<file path="config.mk">
export PLATFORM = sky130hd
export DESIGN_NAME = tdma_sched
export DESIGN_NICKNAME = d
export VERILOG_FILES = /design/src/rtl/tdma_pkg.sv /design/src/rtl/tdma_period.sv /design/src/rtl/tdma_budget.sv /design/src/rtl/tdma_sched.sv
export SDC_FILE = /design/constraint.sdc
export NUM_CORES = 1
export LEC_CHECK = 0
export CAP_MARGIN = 20
export CORE_UTILIZATION = 50
export DETAILED_ROUTE_END_ITERATION = 8
export HOLD_SLACK_MARGIN = 0.05
export PLACE_DENSITY = 0.78
export SLEW_MARGIN = 5
export SYNTH_ARGS = -nofsm -noshare
export SYNTH_HDL_FRONTEND = slang
export SYNTH_SLANG_ARGS = --single-unit
</file>
<file path="constraint.sdc">
create_clock -name clk -period 89.3 [get_ports clk]
set_input_delay 17.86 -clock clk [delete_from_list [all_inputs] [get_ports clk]]
set_output_delay 17.86 -clock clk [all_outputs]
set_load 0.01 [all_outputs]
</file>
<file path="src/rtl/tdma_pkg.sv">
package tdma_pkg;

    typedef enum logic [1:0] {
        K_SYNC  = 2'd0,
        K_READ  = 2'd1,
        K_WRITE = 2'd2,
        K_APER  = 2'd3
    } kind_e;

    typedef enum logic [2:0] {
        S_BOOT,
        S_SYNC,
        S_RD_REQ,
        S_RD_WAIT,
        S_WR_REQ,
        S_WR_WAIT,
        S_APER,
        S_IDLE
    } state_e;

endpackage

</file>
<file path="src/rtl/tdma_period.sv">
module tdma_period #(
    parameter int PER_W = 16
) (
    input  logic             clk,
    input  logic             rst_n,
    input  logic [PER_W-1:0] cfg_period,
    input  logic             boot,
    output logic             start
);
    typedef struct packed {
        logic [PER_W-1:0] cnt;
        logic [PER_W-1:0] len;
    } per_t;

    per_t per_q, per_d;
    logic [PER_W-1:0] len_in;

    always_comb begin
        len_in = (cfg_period < PER_W'(2)) ? PER_W'(2) : cfg_period;
        start  = boot || (per_q.cnt == per_q.len - 1'b1);
        per_d  = per_q;
        if (start) begin
            per_d.cnt = '0;
            per_d.len = len_in;
        end else begin
            per_d.cnt = per_q.cnt + 1'b1;
        end
    end

    always_ff @(posedge clk) begin
        if (!rst_n) begin
            per_q.cnt <= '0;
            per_q.len <= PER_W'(2);
        end else begin
            per_q <= per_d;
        end
    end
endmodule

</file>
<file path="src/rtl/tdma_budget.sv">
module tdma_budget #(
    parameter int MAX_NODES   = 15,
    parameter int PER_W       = 16,
    parameter int RATIO_NUM   = 1,
    parameter int RATIO_SHIFT = 1,
    localparam int NODE_W     = $clog2(MAX_NODES + 1)
) (
    input  logic [PER_W-1:0]  cfg_period,
    input  logic [NODE_W-1:0] cfg_nodes,
    output logic [NODE_W-1:0] n_eff,
    output logic [PER_W-1:0]  budget
);
    localparam int PROD_W = PER_W + 8;

    logic [PER_W-1:0]  per_c;
    logic [PROD_W-1:0] scaled;
    logic [PROD_W-1:0] quot;

    always_comb begin
        if (cfg_nodes == '0)
            n_eff = NODE_W'(1);
        else if (cfg_nodes > NODE_W'(MAX_NODES))
            n_eff = NODE_W'(MAX_NODES);
        else
            n_eff = cfg_nodes;
        per_c  = (cfg_period < PER_W'(2)) ? PER_W'(2) : cfg_period;
        scaled = (PROD_W'(per_c) * PROD_W'(RATIO_NUM)) >> RATIO_SHIFT;
        quot   = scaled / PROD_W'(n_eff);
        budget = (quot < PROD_W'(2)) ? PER_W'(2) : quot[PER_W-1:0];
    end
endmodule

</file>
<file path="src/rtl/tdma_sched.sv">
module tdma_sched #(
    parameter int MAX_NODES   = 15,
    parameter int PER_W       = 16,
    parameter int RATIO_NUM   = 1,
    parameter int RATIO_SHIFT = 1,
    localparam int NODE_W     = $clog2(MAX_NODES + 1)
) (
    input  logic                 clk,
    input  logic                 rst_n,
    input  logic [PER_W-1:0]     cfg_period,
    input  logic [NODE_W-1:0]    cfg_nodes,
    input  logic                 aper_pending,
    input  logic                 req_grant,
    input  logic                 rsp_done,
    output logic                 req_valid,
    output logic [1:0]           req_kind,
    output logic [NODE_W-1:0]    req_node,
    output logic [MAX_NODES-1:0] timeout_flags
);
    import tdma_pkg::*;

    typedef struct packed {
        state_e               st;
        logic [NODE_W-1:0]    node;
        logic [NODE_W-1:0]    n;
        logic [PER_W-1:0]     budget;
        logic [PER_W-1:0]     slot;
        logic [MAX_NODES-1:0] flags;
    } sched_t;

    sched_t r_q, r_d;

    logic              start;
    logic [NODE_W-1:0] n_eff;
    logic [PER_W-1:0]  budget_in;
    logic              in_slot, waiting, is_wr, got, expire, slot_end;
    logic [NODE_W-1:0] n_cur;

    tdma_period #(.PER_W(PER_W)) u_period (
        .clk        (clk),
        .rst_n      (rst_n),
        .cfg_period (cfg_period),
        .boot       (r_q.st == S_BOOT),
        .start      (start)
    );

    tdma_budget #(
        .MAX_NODES   (MAX_NODES),
        .PER_W       (PER_W),
        .RATIO_NUM   (RATIO_NUM),
        .RATIO_SHIFT (RATIO_SHIFT)
    ) u_budget (
        .cfg_period (cfg_period),
        .cfg_nodes  (cfg_nodes),
        .n_eff      (n_eff),
        .budget     (budget_in)
    );

    assign n_cur = r_q.n;

    always_comb begin
        in_slot  = (r_q.st == S_RD_REQ) || (r_q.st == S_RD_WAIT) ||
                   (r_q.st == S_WR_REQ) || (r_q.st == S_WR_WAIT);
        waiting  = (r_q.st == S_RD_WAIT) || (r_q.st == S_WR_WAIT);
        is_wr    = (r_q.st == S_WR_REQ) || (r_q.st == S_WR_WAIT);
        got      = waiting && rsp_done;
        expire   = (r_q.slot == r_q.budget - 1'b1);
        slot_end = in_slot && (got || expire);

        r_d = r_q;
        case (r_q.st)
            S_SYNC: begin
                if (req_grant) begin
                    r_d.st   = S_RD_REQ;
                    r_d.node = '0;
                    r_d.slot = '0;
                end
            end
            S_RD_REQ, S_RD_WAIT, S_WR_REQ, S_WR_WAIT: begin
                if (slot_end) begin
                    if (!got)
                        r_d.flags = r_q.flags | ({{(MAX_NODES-1){1'b0}}, 1'b1} << r_q.node);
                    r_d.slot = '0;
                    if (r_q.node == r_q.n - 1'b1) begin
                        r_d.node = '0;
                        r_d.st   = is_wr ? S_APER : S_WR_REQ;
                    end else begin
                        r_d.node = r_q.node + 1'b1;
                        r_d.st   = is_wr ? S_WR_REQ : S_RD_REQ;
                    end
                end else begin
                    r_d.slot = r_q.slot + 1'b1;
                    if (r_q.st == S_RD_REQ && req_grant) r_d.st = S_RD_WAIT;
                    if (r_q.st == S_WR_REQ && req_grant) r_d.st = S_WR_WAIT;
                end
            end
            S_APER: begin
                if (aper_pending && req_grant) r_d.st = S_IDLE;
            end
            default: ;
        endcase

        if (start) begin
            r_d.st     = S_SYNC;
            r_d.n      = n_eff;
            r_d.budget = budget_in;
            r_d.flags  = '0;
            r_d.node   = '0;
            r_d.slot   = '0;
        end
    end

    always_ff @(posedge clk) begin
        if (!rst_n) begin
            r_q.st     <= S_BOOT;
            r_q.node   <= '0;
            r_q.n      <= NODE_W'(1);
            r_q.budget <= PER_W'(2);
            r_q.slot   <= '0;
            r_q.flags  <= '0;
        end else begin
            r_q <= r_d;
        end
    end

    always_comb begin
        req_valid = 1'b0;
        req_kind  = K_SYNC;
        req_node  = '0;
        case (r_q.st)
            S_SYNC:   req_valid = 1'b1;
            S_RD_REQ: begin req_valid = 1'b1; req_kind = K_READ;  req_node = r_q.node; end
            S_WR_REQ: begin req_valid = 1'b1; req_kind = K_WRITE; req_node = r_q.node; end
            S_APER:   begin req_valid = aper_pending; req_kind = K_APER; end
            default: ;
        endcase
    end

    assign timeout_flags = r_q.flags;
endmodule

</file>
==> flow_summary.rst <==
.. list-table::
   :header-rows: 1

   * - Metric
     - Value
   * - Largest fanout on the critical path
     - 25
   * - Area growth from synthesis to layout
     - 6.502%
   * - Global-route wire length before repair
     - 73,860 µm
   * - Post-detailed-route DRC marker count
     - 0
   * - Area share of the leading cell type in the synthesized netlist
     - 0.1191
   * - Post-synthesis share of cell area spent on xor and xnor gates
     - 0.1017
   * - Main synth FF type
     - sky130_fd_sc_hd__dfxtp_1
   * - Average wire per cell in the routed design
     - 17.96 µm
   * - Via count
     - 16,520
   * - Initial antenna violation count
     - 0
   * - Cell occurring most often along the worst timing path
     - sky130_fd_sc_hd__a21oi_1
   * - Number of filler instances in the final layout
     - 2,846
   * - Starting utilization of the core area
     - 0.5090
   * - Pre-CTS WS
     - 18.85 ns
   * - Number of top-level pins
     - 47
   * - Number of distinct library cells after synthesis
     - 123
   * - Worst-case clock skew
     - 0.007960 ns
   * - Overall die width
     - 175.9 µm
   * - Finished Core Util
     - 0.5421
   * - Sum of overflow across all layers after global routing
     - 0
   * - Worst endpoint required time
     - 89.53 ns
   * - Worst Setup Start Kind
     - input pin
   * - Avg Vias per Cell
     - 6.566
   * - CTS resizes
     - 0
   * - Longest individual stage delay on the worst path
     - 0.83 ns
   * - Count of hold-fix buffers inserted at cts
     - 0
   * - Leading cell types by count after synthesis
     - sky130_fd_sc_hd__nor2_1 (265), sky130_fd_sc_hd__nand2_1 (179), sky130_fd_sc_hd__a21oi_1 (160)
   * - Number of standard-cell rows in the floorplan
     - 63
   * - Max-capacitance violation count
     - 0
   * - Final worst path period share
     - 0.7970
   * - Type of the tightest min-delay check
     - reg -> reg
   * - Number of nets in the final layout
     - 2,248
   * - Register bit total from synthesis
     - 90
   * - Post-synthesis compound-gate area fraction
     - 0.3160
   * - Most used standard cell by instance count after synthesis
     - sky130_fd_sc_hd__nor2_1
   * - Final Slew Violations
     - 0
   * - Post-route setup TNS
     - 0 ns
   * - Adder-cell share of the synthesized area
     - 0.08504
   * - Slowest library cell on the worst path
     - sky130_fd_sc_hd__o22ai_2
   * - Via count of the first global-routing pass
     - 15,220
   * - Final setup violation count
     - 0
   * - Min setup slack post-route
     - 18.13 ns
   * - Mean instance size in the synthesized netlist
     - 7.065 µm²
   * - Gr usage total
     - 0.2838
   * - Largest net degree at the start of global routing
     - 36
   * - Clock tree from TritonCTS
     - built
   * - Measured slew at the worst slew-check pin
     - 0.9720 ns
   * - Synth Area in Simple Gates
     - 0.3093
   * - Share of cells above drive strength 1
     - 0.06397
   * - Critical path arrival
     - 71.40 ns
   * - Port Buffers
     - 46
   * - CTS clock-pin slew for the worst setup and hold paths
     - 0.07 ns
   * - WL final
     - 45,200 µm
   * - Maximum buffer depth of the clock tree
     - 2
   * - Synthesized area
     - 0.01513 mm²
   * - Largest cells by area after synthesis
     - sky130_fd_sc_hd__dfxtp_1 (12%), sky130_fd_sc_hd__ha_1 (8.4%), sky130_fd_sc_hd__nor2_1 (6.6%), sky130_fd_sc_hd__xnor2_1 (6.5%), sky130_fd_sc_hd__a21oi_1 (5.3%)
   * - Iteration count of the initial detailed-routing pass
     - 7
   * - Root buffer cell
     - sky130_fd_sc_hd__clkbuf_16
   * - Yosys warnings
     - 0
   * - Placer Congestion
     - 0.9436
   * - Number of buffers inserted by post-CTS setup repair
     - 0
   * - Share of flip-flops with an asynchronous set or reset
     - 0
   * - Part of the Yosys area used for sequential elements
     - 0.1191
   * - Total number of clock tree sinks
     - 90
   * - Clock insertion delay at the later pin of the skew report
     - 0.35 ns
   * - DPL Wire Length
     - 35,260 µm
   * - Clock H-tree levels
     - 3
   * - Hold Violations, Final
     - 0
   * - Overall die height
     - 175.9 µm
   * - Full die area
     - 0.03095 mm²
   * - Worst Setup Path Type
     - in -> reg
   * - Cell count after placement
     - 2,496
   * - Inserted Diodes
     - 0
   * - Number of synthesized flops with an enable pin
     - 0
   * - Run status
     - finished clean
   * - Synth area leader
     - sky130_fd_sc_hd__dfxtp_1
   * - Post-route minimum period
     - 71.17 ns
   * - Max-Slew Margin vs Limit
     - 0.3520
   * - FMAX
     - 14.05 MHz
   * - Unrepaired setup endpoints after global routing
     - false
   * - Inserted Clock Buffers
     - 9
   * - Initial detailed-routing violation count
     - 1,661
   * - Main combinational cell family by area after synthesis
     - compound AO/OA/AOI/OAI gates
   * - Final instance count without filler cells
     - 2,516
   * - Mux contribution to synthesized area
     - 0.02531
   * - Syn Inst Count
     - 2,141
   * - Area of the core
     - 0.02972 mm²
   * - Critical Path End Type
     - flop
   * - DRT antenna net count
     - 0
cells in the final DEF, fill, tap and decap left out, types with 10 or more instances in the layout:
| master | netlist | layout |
|---|---|---|
| sky130_fd_sc_hd__a211oi_1 | 28 | 28 |
| sky130_fd_sc_hd__a21boi_0 | 11 | 11 |
| sky130_fd_sc_hd__a21o_1 | 30 | 30 |
| sky130_fd_sc_hd__a21oi_1 | 160 | 160 |
| sky130_fd_sc_hd__a22o_1 | 16 | 16 |
| sky130_fd_sc_hd__a22oi_1 | 10 | 10 |
| sky130_fd_sc_hd__a31oi_1 | 31 | 31 |
| sky130_fd_sc_hd__and2_1 | 30 | 30 |
| sky130_fd_sc_hd__and3_1 | 26 | 26 |
| sky130_fd_sc_hd__clkdlybuf4s50_1 | 0 | 46 |
| sky130_fd_sc_hd__dfxtp_1 | 90 | 90 |
| sky130_fd_sc_hd__ha_1 | 102 | 102 |
| sky130_fd_sc_hd__inv_1 | 51 | 51 |
| sky130_fd_sc_hd__mux2_2 | 17 | 17 |
| sky130_fd_sc_hd__mux2i_1 | 14 | 14 |
| sky130_fd_sc_hd__nand2_1 | 179 | 179 |
| sky130_fd_sc_hd__nand2b_1 | 29 | 29 |
| sky130_fd_sc_hd__nand3_1 | 70 | 70 |
| sky130_fd_sc_hd__nand4_1 | 38 | 38 |
| sky130_fd_sc_hd__nor2_1 | 265 | 264 |
| sky130_fd_sc_hd__nor2b_1 | 12 | 12 |
| sky130_fd_sc_hd__nor3_1 | 94 | 94 |
| sky130_fd_sc_hd__nor4_1 | 31 | 31 |
| sky130_fd_sc_hd__o211ai_1 | 30 | 30 |
| sky130_fd_sc_hd__o21a_1 | 47 | 47 |
| sky130_fd_sc_hd__o21ai_0 | 96 | 94 |
| sky130_fd_sc_hd__o21ai_1 | 10 | 11 |
| sky130_fd_sc_hd__o22ai_1 | 15 | 15 |
| sky130_fd_sc_hd__o31ai_1 | 32 | 32 |
| sky130_fd_sc_hd__or2_2 | 22 | 22 |
| sky130_fd_sc_hd__or3_1 | 28 | 28 |
| sky130_fd_sc_hd__or4_1 | 19 | 19 |
| sky130_fd_sc_hd__xnor2_1 | 112 | 112 |
| sky130_fd_sc_hd__xor2_1 | 61 | 61 |
flip-flops by register name, summed over array words and instances, names as in the netlist:
register        flops
r_q                39
u_period.per_q     32
n_cur               4
timeout_flags      15
final timing paths:
kind / start / to / slack [ns] / cells after the start
min: timeout_flags[3]$_SDFFE_PP0P_ / timeout_flags[3]$_SDFFE_PP0P_ / 0.47 / 2
max: cfg_nodes[3] / r_q[31]$_SDFFE_PN0P_ / 18.13 / 201
min reg2reg: timeout_flags[3]$_SDFFE_PP0P_ / timeout_flags[3]$_SDFFE_PP0P_ / 0.47 / 2
max reg2reg: u_period.per_q[2]$_SDFFE_PN0P_ / r_q[31]$_SDFFE_PN0P_ / 84.67 / 14
kinds of logic (layout without fill, tap and decap cells):
group / after synthesis / count (layout)
flops: 90 / 90
mux: 35 / 35
other cells: 1 / 9
compound gates: 675 / 675
fa+ha+maj: 103 / 103
xor+xnor: 174 / 174
simple gates: 911 / 911
buf+inv: 152 / 129
layout make-up:
type	count	area (µm²)	area share
flip-flops and latches	90	1802	0.1118
clock buffers	9	225.2	0.01398
well taps	390	488.0	0.03029
multi-input cells	1907	12700	0.7887
repair buffers	59	580.6	0.03604
inverters	54	202.7	0.01258
clock inverters	7	106.4	0.006602
stage by stage:
| stage | hold slack, ns | instance area (µm²) |
|---|---|---|
| after floorplan | 0.4380 | 15160 |
| after global placement | 0.4473 | 15730 |
| after detailed placement | 0.4569 | 15730 |
| after CTS | 0.4744 | 16060 |
| after global routing | 0.5073 | 16110 |
| final | 0.4699 | 16110 |
worst max-delay path: cells and delay by family:
kind            cells  cell delay [ns]
mux                 5             2.03
simple gates       67            16.86
buf+inv             7             1.40
compound gates    100            26.49
fa+ha+maj          22             6.69
layer usage:
layer	global-route usage	up-vias	routed length, µm	part of all wire
met5	0	-	0	0
met4	0.07935	0	1046	0.023
met3	0.02950	102	2884	0.064
met2	0.4751	674	20600	0.46
met1	0.3840	7726	20670	0.46
li1	-	8017	-	-
Power is not shown: default switching activity piles up to over one toggle a cycle in this logic, so the estimate is an artifact.
